$ cat src/rtl/vm_walker_pkg.sv
`timescale 1ns/1ps
package vm_walker_pkg;
   localparam int unsigned PTE_W      = 32;
   localparam int unsigned ENT_LG     = 2;   // log2 of bytes per entry
   localparam int unsigned BIT_VALID  = 0;
   localparam int unsigned BIT_DIRTY  = 1;
   localparam int unsigned BIT_WRITE  = 2;
   localparam int unsigned FLAG_W     = 3;

   typedef enum logic [2:0] {
      ST_IDLE, ST_RD1, ST_RD2, ST_WB, ST_REPORT
   } walk_st_e;

   typedef enum logic [1:0] {
      OUT_OK, OUT_ABSENT, OUT_DENIED
   } walk_out_e;
endpackage

$ cat src/rtl/vm_walker_addr.sv
`timescale 1ns/1ps
module vm_walker_addr
   import vm_walker_pkg::*;
#(
   parameter int unsigned PA_W  = 30,
   parameter int unsigned L1_W  = 10,
   parameter int unsigned L2_W  = 10,
   parameter int unsigned OFS_W = 12,
   parameter int unsigned PPN_W = PA_W - OFS_W
) (
   input  logic             sel_lvl2,
   input  logic [PA_W-1:0]  base,
   input  logic [L1_W-1:0]  idx1,
   input  logic [L2_W-1:0]  idx2,
   input  logic [PPN_W-1:0] frame,
   output logic [PA_W-1:0]  addr
);
   logic [PA_W-1:0] l1_addr;
   logic [PA_W-1:0] l2_addr;

   // the root table may sit at any word boundary, so this one needs an adder
   assign l1_addr = base + PA_W'({idx1, {ENT_LG{1'b0}}});

   generate
      if (L2_W + ENT_LG == OFS_W) begin : g_l2_concat
         // a full second-level table fills its frame exactly: plain wiring
         assign l2_addr = {frame, idx2, {ENT_LG{1'b0}}};
      end else begin : g_l2_add
         assign l2_addr = {frame, {OFS_W{1'b0}}} + PA_W'({idx2, {ENT_LG{1'b0}}});
      end
   endgenerate

   assign addr = sel_lvl2 ? l2_addr : l1_addr;
endmodule

$ cat src/rtl/vm_walker_pte.sv
`timescale 1ns/1ps
module vm_walker_pte
   import vm_walker_pkg::*;
(
   input  logic [FLAG_W-1:0] flags,
   input  logic              is_store,
   output logic              absent,
   output logic              denied,
   output logic              need_wb
);
   logic present, writable, dirty;

   assign present  = flags[BIT_VALID];
   assign writable = flags[BIT_WRITE];
   assign dirty    = flags[BIT_DIRTY];

   // absence outranks protection; write-back only for a permitted store
   assign absent  = !present;
   assign denied  = present && is_store && !writable;
   assign need_wb = present && is_store && writable && !dirty;
endmodule

$ cat src/rtl/vm_walker_ctl.sv
`timescale 1ns/1ps
module vm_walker_ctl
   import vm_walker_pkg::*;
#(
   parameter int unsigned VA_W  = 32,
   parameter int unsigned PA_W  = 30,
   parameter int unsigned PPN_W = 18
) (
   input  logic             clk,
   input  logic             rst_n,
   input  logic             req_valid,
   input  logic [VA_W-1:0]  req_va,
   input  logic             req_store,
   input  logic [PA_W-1:0]  tbl_base,
   input  logic             mem_ack,
   input  logic [PTE_W-1:0] mem_rdata,
   input  logic             dec_absent,
   input  logic             dec_denied,
   input  logic             dec_need_wb,
   output walk_st_e         st,
   output walk_out_e        outc,
   output logic [VA_W-1:0]  va_q,
   output logic             store_q,
   output logic [PA_W-1:0]  base_q,
   output logic [PPN_W-1:0] frame_q,
   output logic [PTE_W-1:0] leaf_q
);
   always_ff @(posedge clk) begin
      if (!rst_n) begin
         st      <= ST_IDLE;
         outc    <= OUT_OK;
         va_q    <= '0;
         store_q <= 1'b0;
         base_q  <= '0;
         frame_q <= '0;
         leaf_q  <= '0;
      end else begin
         unique case (st)
            ST_IDLE: begin
               if (req_valid) begin
                  va_q    <= req_va;
                  store_q <= req_store;
                  base_q  <= tbl_base;
                  st      <= ST_RD1;
               end
            end
            ST_RD1: begin
               if (mem_ack) begin
                  if (dec_absent) begin
                     outc <= OUT_ABSENT;
                     st   <= ST_REPORT;
                  end else begin
                     frame_q <= mem_rdata[PTE_W-1 -: PPN_W];
                     st      <= ST_RD2;
                  end
               end
            end
            ST_RD2: begin
               if (mem_ack) begin
                  leaf_q <= mem_rdata;
                  if (dec_absent) begin
                     outc <= OUT_ABSENT;
                     st   <= ST_REPORT;
                  end else if (dec_denied) begin
                     outc <= OUT_DENIED;
                     st   <= ST_REPORT;
                  end else if (dec_need_wb) begin
                     st <= ST_WB;
                  end else begin
                     outc <= OUT_OK;
                     st   <= ST_REPORT;
                  end
               end
            end
            ST_WB: begin
               if (mem_ack) begin
                  leaf_q[BIT_DIRTY] <= 1'b1;
                  outc              <= OUT_OK;
                  st                <= ST_REPORT;
               end
            end
            ST_REPORT: st <= ST_IDLE;
            default:   st <= ST_IDLE;
         endcase
      end
   end
endmodule

$ cat src/rtl/vm_walker.sv
`timescale 1ns/1ps
module vm_walker
   import vm_walker_pkg::*;
#(
   parameter int unsigned VA_W  = 32,
   parameter int unsigned PA_W  = 30,
   parameter int unsigned L1_W  = 10,
   parameter int unsigned L2_W  = 10,
   parameter int unsigned OFS_W = 12
) (
   input  logic             clk,
   input  logic             rst_n,
   input  logic             req_valid,
   input  logic [VA_W-1:0]  req_va,
   input  logic             req_store,
   input  logic [PA_W-1:0]  tbl_base,
   output logic             busy,
   output logic             mem_req,
   output logic             mem_we,
   output logic [PA_W-1:0]  mem_addr,
   output logic [PTE_W-1:0] mem_wdata,
   input  logic             mem_ack,
   input  logic [PTE_W-1:0] mem_rdata,
   output logic             done,
   output logic             fault_absent,
   output logic             fault_denied,
   output logic [PA_W-1:0]  pa,
   output logic             pte_dirty,
   output logic             pte_writable
);
   localparam int unsigned PPN_W = PA_W - OFS_W;
   localparam int unsigned L2_LO = OFS_W;
   localparam int unsigned L1_LO = OFS_W + L2_W;

   generate
      if (L1_W + L2_W + OFS_W != VA_W) begin : g_bad_split
         $error("index and offset widths must add up to VA_W");
      end
      if (PPN_W + FLAG_W > PTE_W) begin : g_bad_ppn
         $error("frame number and flags do not fit in one entry");
      end
      if (L2_W + ENT_LG > OFS_W) begin : g_bad_l2
         $error("second-level table overflows its frame");
      end
   endgenerate

   walk_st_e         st;
   walk_out_e        outc;
   logic [VA_W-1:0]  va_q;
   logic             store_q;
   logic [PA_W-1:0]  base_q;
   logic [PPN_W-1:0] frame_q;
   logic [PTE_W-1:0] leaf_q;
   logic             dec_absent, dec_denied, dec_need_wb;

   vm_walker_pte u_pte (
      .flags    (mem_rdata[FLAG_W-1:0]),
      .is_store (store_q),
      .absent   (dec_absent),
      .denied   (dec_denied),
      .need_wb  (dec_need_wb)
   );

   vm_walker_ctl #(.VA_W(VA_W), .PA_W(PA_W), .PPN_W(PPN_W)) u_ctl (
      .clk         (clk),
      .rst_n       (rst_n),
      .req_valid   (req_valid),
      .req_va      (req_va),
      .req_store   (req_store),
      .tbl_base    (tbl_base),
      .mem_ack     (mem_ack),
      .mem_rdata   (mem_rdata),
      .dec_absent  (dec_absent),
      .dec_denied  (dec_denied),
      .dec_need_wb (dec_need_wb),
      .st          (st),
      .outc        (outc),
      .va_q        (va_q),
      .store_q     (store_q),
      .base_q      (base_q),
      .frame_q     (frame_q),
      .leaf_q      (leaf_q)
   );

   vm_walker_addr #(
      .PA_W(PA_W), .L1_W(L1_W), .L2_W(L2_W), .OFS_W(OFS_W), .PPN_W(PPN_W)
   ) u_addr (
      .sel_lvl2 (st != ST_RD1),
      .base     (base_q),
      .idx1     (va_q[L1_LO +: L1_W]),
      .idx2     (va_q[L2_LO +: L2_W]),
      .frame    (frame_q),
      .addr     (mem_addr)
   );

   assign busy         = (st != ST_IDLE);
   assign mem_req      = (st == ST_RD1) || (st == ST_RD2) || (st == ST_WB);
   assign mem_we       = (st == ST_WB);
   assign mem_wdata    = leaf_q | (PTE_W'(1) << BIT_DIRTY);
   assign done         = (st == ST_REPORT) && (outc == OUT_OK);
   assign fault_absent = (st == ST_REPORT) && (outc == OUT_ABSENT);
   assign fault_denied = (st == ST_REPORT) && (outc == OUT_DENIED);
   assign pa           = {leaf_q[PTE_W-1 -: PPN_W], va_q[OFS_W-1:0]};
   assign pte_dirty    = leaf_q[BIT_DIRTY];
   assign pte_writable = leaf_q[BIT_WRITE];
endmodule

$ cat config.mk
export PLATFORM = sky130hd
export DESIGN_NAME = vm_walker
export DESIGN_NICKNAME = d
export VERILOG_FILES = /design/src/rtl/vm_walker_pkg.sv /design/src/rtl/vm_walker_addr.sv /design/src/rtl/vm_walker_pte.sv /design/src/rtl/vm_walker_ctl.sv /design/src/rtl/vm_walker.sv
export SDC_FILE = /design/constraint.sdc
export NUM_CORES = 1
export LEC_CHECK = 0
export BUFFER_PORTS_ARGS = -buffer_cell sky130_fd_sc_hd__buf_4
export CORE_ASPECT_RATIO = 0.9
export CORE_MARGIN = 5
export CORE_UTILIZATION = 38
export CTS_CLUSTER_SIZE = 30
export DETAILED_ROUTE_END_ITERATION = 16
export MAX_ROUTING_LAYER = met4
export SKIP_LAST_GASP = 1
export SYNTH_ARGS = -nofsm -noshare
export SYNTH_HDL_FRONTEND = slang
export SYNTH_HIERARCHICAL = 1
export SYNTH_SLANG_ARGS = --single-unit
$ cat constraint.sdc
create_clock -name clk -period 2.6 [get_ports clk]
set_input_delay 0.13 -clock clk [delete_from_list [all_inputs] [get_ports clk]]
set_output_delay 0.13 -clock clk [all_outputs]
set_load 0.005 [all_outputs]
==> impl_results.md, run 1 <==
- Setup WS post-layout: -0.262 ns
- Total number of vias: 6118
- Gate Count Post-Synth: between 700 and 800
- # Max-Cap Violations: 0
- Grt total ovfl: 0
- Finished Layout Cells: approximately 1200
- P per Cell Area: 564 mW/mm^2
- Critical path class: register to output pin
- Final Cycle Share: 1.10
- EDFF count, synth: 0
- I/O Buffers: between 150 and 200
- First-pass iteration count of the detailed router: 4
- Worst Tran Pin Value: about 1.1 ns
- Die X: approximately 140 um
- Max Fclk: around 0.35 GHz
- Ports: around 200
- Core area: around 0.015 sq mm
- Clock sinks: 118
- Seq cells post-synth: roughly 120
- CTS buffer count: 17
- Final slew viol count: 0
- Pin count of the biggest net entering global routing: between 50 and 60
- Crit-path max FO: 6
- Pleak: around 3.7 nW
- Final min period: 2.86 ns
- Xor and xnor area share after synthesis: 0.0347
- Syn Nets: 866
- Ys flop type: dfxtp_1
- Arrival @ worst endpoint: ~2.7 ns
- Post-Syn Area: around 0.0058 sq mm
- DRC Markers: 0
- Routed Antenna Nets: 0
- Failing checks: setup timing
- RSZ-0062 raised after global routing: yes
- Latest clock arrival within the worst-skew pair: approximately 0.42 ns
- Worst r2r path cells: 4
- Clock Tree Buf Depth: 2
- Worst clock skew: around 0.0087 ns
- GPL Wtd Cong: ~0.83
- Synth unique cells: 61
- Ratio of cells with drive above 1 in the final layout: 0.311
- Adder-cell share of the synthesized area: 0.0250
- Hold Path Class: input pin to register
- Setup violations, final: 15
- Std-Cell Rows: between 40 and 50
- Mux contribution to synthesized area: 0.00539
- CP startpoint kind: register
- Initial Utilization: 0.391
- Initial antenna violation count: 0
- Tot GR Track Use: 0.216
- Avg Vias per Cell: a little under 5
- P&R area growth vs syn: 60.5%
- Crit. Startpoint: u_ctl/base_q[2]
- Maximum vdd drop: roughly 450 uV
- Placed cells: ~1100
- Clk slew on worst S/H paths: approximately 0.050 ns
- Worst R2R Start: u_ctl/st[2]
- Dpl hpwl: around 12000 um
- Crit Reg-Reg Endpoint: u_ctl/frame_q[17]
- DRT iter0 DRCs: about 340
- # diodes: 0
- Yosys warnings: 6
- Status: finished with violations
- R2r setup slk: about 0.73 ns
- Rel. slew slack: 0.263
- Final wirelength: 19100 um
- Die area: about 0.018 sq mm
- Nets: around 1100
- Htree depth: 4
- Synth Area in Compound Gates: 0.202
- Die Height: about 130 um
- Setup crit end: mem_addr[26]
- Post-place setup slack: -0.113 ns
- Register area share after synthesis: 0.407
- Main combinational cell family by area after synthesis: simple AND/OR/NAND/NOR gates
- Post-synth ARST share: 0
- Setup crit end kind: output pin
- TritonCTS clock tree: yes
- CP Data Required Time: 2.47 ns
- WL/cell: ~15 um
- Global-route wire length before repair: a little over 30000 um
- Fin. Hold Viols: 0
- Hold Worst Slack: approximately 0.11 ns
- Root Driver: clkbuf_16
- Simple-gate share of the synthesized area: 0.245
- Syn Area/Cell: around 7.7 sq um
- Vias in the first global route: 6120
-- worst min path at each step --
| stage | endpoint | startpoint | cells past startpoint | slack (ns) |
|---|---|---|---|---|
| after floorplan | u_ctl/st[2] | rst_n | 1 | 0.25 |
| after global placement | u_ctl/va_q[8] | req_va[8] | 3 | 0.38 |
| after detailed placement | u_ctl/leaf_q[12] | mem_rdata[12] | 3 | 0.39 |
| after CTS | u_ctl/leaf_q[1] | mem_rdata[1] | 3 | 0.09 |
| after global routing | u_ctl/leaf_q[1] | mem_rdata[1] | 3 | 0.11 |
| final | u_ctl/leaf_q[1] | mem_rdata[1] | 3 | 0.11 |
-- cell type report --
class | count | area, sq um
fillers | 1347 | 5550
multi-input cells | 557 | 3340
repair buffers | 325 | 2720
flip-flops and latches | 118 | 2370
clock buffers | 22 | 464
well taps | 198 | 248
clock inverters | 9 | 126
inverters | 11 | 42.5
-- metrics by stage --
stage                      util  TNS (ns)  power (W)  area, sq um
after floorplan               -         0    0.00240         5810
after global placement    0.492    -0.341    0.00273         7310
after detailed placement  0.492    -0.468    0.00273         7310
after CTS                 0.615     -2.24    0.00527         9150
after global routing      0.627     -3.48    0.00549         9320
final                     0.627     -1.83    0.00526         9320
-- sequential cells by signal (all words and copies together), names as in the netlist --
register,count
u_ctl/base_q,30
u_ctl/va_q,32
u_ctl/st,3
u_ctl/leaf_q,32
u_ctl/frame_q,18
u_ctl/outc,2
u_ctl/store_q,1
-- layout by cell type, fill, tap and decap left out, drive strengths merged, types with 2 or more instances in the layout --
cell and count:
mux2i 2, xnor2 17, clkbuf 22, and2 2
o21ai 50, and3 3, a211oi 8, xor2 6
nand3 7, nor4bb 2, buf 229, nand2 229
and4bb 2, nor2b 7, and3b 2, bufinv 3
clkinv 6, a21boi 4, o211ai 2, and4b 3
a21oi 129, nor2 11, or4 2, nor3 2
nand4bb 2, dlygate4sd3 96, nor4b 3, or3 2
nand2b 6, inv 10, ha 10, dfxtp 118
nand3b 19, a2111oi 6, o21bai 2
-- cells in the mapped netlist, drive strengths merged (2+ instances only) --
library cell	n	area share
nand3b	19	0.025
nand2	229	0.15
o21bai	2	0.0026
inv	11	0.0071
or3	2	0.0022
nor4bb	2	0.0034
nand3	7	0.0060
a211oi	8	0.010
o211ai	2	0.0026
a21boi	4	0.0052
nand2b	6	0.0065
xor2	6	0.0090
buf	44	0.055
and2	2	0.0022
xnor2	17	0.026
nand4bb	2	0.0039
and3b	2	0.0034
dfxtp	118	0.41
a21oi	129	0.11
and4b	3	0.0052
o21ai	50	0.043
ha	10	0.022
mux2i	2	0.0034
and3	3	0.0032
nor3	2	0.0017
clkbuf	27	0.017
and4bb	2	0.0043
nor2b	7	0.0075
a2111oi	6	0.013
nor4b	3	0.0082
nor2	11	0.0071
-- layer usage --
metal | track usage | wire length, um
met3 | 0.0534 | 1250
met1 | 0.272 | 8420
met2 | 0.348 | 9130
met5 | - | 0
met4 | 0.0638 | 251
-- kinds of logic (layout without fill, tap and decap cells) --
logic type / Yosys count / count (layout)
AO/OA/AOI/OAI: 211 / 211
XOR/XNOR: 23 / 23
adder cells (fa/ha/maj): 11 / 11
buffers and inverters: 82 / 367
flip-flops: 118 / 118
multiplexers: 3 / 3
other: 1 / 1
AND/OR/NAND/NOR: 307 / 308
-- critical path, stage by stage (launching register included) --
cell and delay (ns):
dfxtp_2 0.35, ha_4 0.14, inv_2 0.03, fa_2 0.33
nand2b_4 0.16, a21oi_4 0.14, o211ai_1 0.11, buf_4 0.19
buf_6 0.13, a21oi_4 0.15, nor4b_4 0.22, o31a_1 0.22
buf_4 0.13
-- power by group --
group	internal, W	switching [W]
Clock	0.00154	0.000821
Combinational	0.000472	0.000445
Sequential	0.00190	0.0000734
-- repair_timing --
action | 4_1_cts | 5_1_grt
resized for setup | 49 | 32
setup buffers | 8 | 2
hold buffers | 96 | 0
cloned | 1 | 0
pin swaps | 17 | 16
hold endpoints to repair | 113 | 0
setup endpoints to repair | 19 | 20
Power figures use the tool's default switching activity.
==> run 2: changes to the inputs <==
==> constraint.sdc (replaced) <==
create_clock -name clk -period 2.9 [get_ports clk]
set_input_delay 0.145 -clock clk [delete_from_list [all_inputs] [get_ports clk]]
set_output_delay 0.145 -clock clk [all_outputs]
set_load 0.005 [all_outputs]
==> run 2 against run 1 <==
The run now ends clean. Total power down 10%. Critical path depth unchanged. Global-route usage down 0.55 points. Sequential cell count unchanged. Combinational power down 15%. Critical path type unchanged. Largest power group unchanged.
==> impl_results.md, run 2 (synthesis gave the netlist of run 1 again) <==
- Tot GR Track Use: 0.211 (-0.00553)
- Sequential power share: 0.374 (-0.002)
- Rel. slew slack: 0.279 (+0.0158)
- Clock power frac: 0.462 (+0.012)
- Initial antenna violation count: 0 (unchanged)
- Top flop regs: u_ctl/leaf_q: 32 flops, u_ctl/va_q: 32 flops, u_ctl/base_q: 30 flops
- Hold Path Class: input pin to register
- Final Cycle Share: 0.985
- Multi-input combinational cell area: 0.00311 sq mm (-7.0%)
- Worst r2r path cells: 4 (unchanged)
- Setup crit end kind: output pin
- Root Driver: clkbuf_16
- TritonCTS clock tree: yes
- Fin. Hold Viols: 0 (unchanged)
- CP max-delay cell: dfxtp_2
- Maximum vdd drop: 430 uV (-5.5%)
- Final slew viol count: 0 (unchanged)
- GPL Wtd Cong: 0.879 (+5.8%)
- First-pass iteration count of the detailed router: 5 (+1)
- Gate power share: 0.164 (-0.010)
- Hold Path Depth: 3 (unchanged)
- Clock Tree Buf Depth: 2 (unchanged)
- Setup violations, final: 0 (-15)
- Critical path class: register to output pin
- CTS buffer count: 17 (unchanged)
- Global-route wire length before repair: 29800 um (-2.8%)
- Die Height: 127 um (unchanged)
- Latest clock arrival within the worst-skew pair: 0.42 ns (about the same)
- P&R area growth vs syn: 54.7%
- P per Cell Area: 526 mW/mm^2 (-6.7%)
- Pleak: 3.60 nW (-2.8%)
- Crit-path max FO: 5 (-1)
- Final Power: 0.00473 W (-10%)
- Placed Area: 0.00725 sq mm (-0.82%)
- Final wirelength: 18800 um (-1.2%)
- Crit path max-delay family: compound AO/OA/AOI/OAI gates
- Ratio of cells with drive above 1 in the final layout: 0.273 (-0.0376)
- RSZ-0062 raised after global routing: yes
- I/O Buffers: 197 (unchanged)
- Commonest non-fill, non-tap cells in the layout: nand2_1, buf_4, a21oi_1
- Routed Antenna Nets: 0 (unchanged)
- Status: completed
- DRT iter0 DRCs: 291 (-15%)
- Most common cell after layout, fill and taps aside: nand2_1
- Buf+Inv Stages, Crit Path: 4 (unchanged)
- Crit path largest cell delay: 0.35 ns (about the same)
- CP startpoint kind: register
- Fillers: 1336 (-0.82%)
- Cell Chain, Critical Path: ha_4 -> inv_2 -> fa_2 -> nand2b_4 -> a21oi_4 -> o211ai_1 -> buf_4 -> buf_6 -> a211oi_4 -> xnor2_1 -> o21ai_1 -> buf_4
- Worst Tran Pin Value: 1.08 ns (-0.0236 ns)
- Die area: 0.0179 sq mm (unchanged)
- WL/cell: 15.3 um (-0.11%)
- Std-Cell Rows: 42 (unchanged)
- DRC Markers: 0 (unchanged)
- Worst clock skew: 0.00539 ns (-0.00335 ns)
- Ports: 199 (unchanged)
- Final min period: approximately 2.9 ns
- Pin count of the biggest net entering global routing: 61 (+13%)
- Sw frac: 0.256 (+0.00129)
- Avg Vias per Cell: 4.92 (-0.31%)
- Crit path depth: 12 (unchanged)
- Arrival @ worst endpoint: 2.71 ns (-0.02 ns)
- Core area: 0.0149 sq mm (unchanged)
- Clock sinks: 118 (unchanged)
- Total number of vias: 6030 (-1.4%)
- Post-route design area: 0.00899 sq mm (-3.6%)
- # diodes: 0 (unchanged)
- Worst path most repeated cell: buf_4
- Psw: 0.00121 W (-9.7%)
- Htree depth: 4 (unchanged)
- Initial Utilization: 0.391 (unchanged)
- Grt total ovfl: 0 (unchanged)
- Nets: 1125 (-1.3%)
- Vias in the first global route: 5995 (-2.0%)
- Die X: 140 um (unchanged)
- Dpl hpwl: 12500 um (+1.1%)
- Hold Worst Slack: 0.0444 ns (-0.0635 ns)
- Pint: 0.00352 W (-10%)
- FF+latch area: 0.00236 sq mm (-0.37%)
- Clk slew on worst S/H paths: 0.05 ns (about the same)
- Setup TNS: 0 ns (+1.83 ns)
- Max Fclk: about 0.35 GHz
- # Max-Cap Violations: 0 (unchanged)
- CP Data Required Time: 2.76 ns (+0.29 ns)
[run 2: through the flow]
stage / utilization / setup WS [ns] / std cells
after global routing: 0.604 / -0.0625 / 1226
after CTS: 0.598 / -0.0395 / 1222
after global placement: 0.487 / 0.243 / 1094
after floorplan: - / 0.581 / 756
after detailed placement: 0.487 / 0.181 / 1094
final: 0.604 / 0.0441 / 1226
[run 2: layout make-up]
type,count,share of cell area
multi-input combinational,556,0.346
timing repair buffer,311,0.289
sequential,118,0.263
clock buffer,21,0.0524
tap,198,0.0276
clock inverter,11,0.0164
inverter,11,0.00473
[run 2: layer usage]
| metal | GRT usage | routed length (um) | up-vias | share of wire |
|---|---|---|---|---|
| met2 | 0.348 | 9190 | 178 | 0.49 |
| met4 | 0.0632 | 254 | 0 | 0.013 |
| met5 | - | 0 | - | 0 |
| li1 | - | - | 3054 | - |
| met1 | 0.255 | 8140 | 2778 | 0.43 |
| met3 | 0.0553 | 1240 | 20 | 0.066 |
[run 2: final timing paths]
path / start / end / slack [ns]
min: tbl_base[26] / u_ctl/base_q[26] / 0.04
min reg2reg: u_ctl/base_q[0] / u_ctl/base_q[0] / 0.45
max: u_ctl/base_q[2] / mem_addr[16] / 0.04
max reg2reg: u_ctl/st[1] / u_ctl/va_q[16] / 0.75
[run 2: power groups by stage]
stage / registers (W) / logic, W / clock network, W
detailed placement: 0.00180 / 0.000649 / 0
global route: 0.00178 / 0.000853 / 0.00230
global placement: 0.00180 / 0.000648 / 0
finish: 0.00177 / 0.000775 / 0.00219
CTS: 0.00176 / 0.000764 / 0.00223
floorplan: 0.00178 / 0.000369 / 0
[run 2: worst reg2reg max path, cell delays in order, from the launching register on]
cell     delay, ns
dfxtp_1       0.52
or4b_2        1.00
buf_12        0.30
nand2_1       0.12
a21oi_1       0.08
[run 2: timing repair]
action | in CTS | in global routing
setup endpoints to repair | 9 | 17
buffers inserted | 1 | 4
hold buffers | 95 | 0
pin swaps | 3 | 5
gates resized for setup | 13 | 14
hold endpoints to repair | 101 | 0
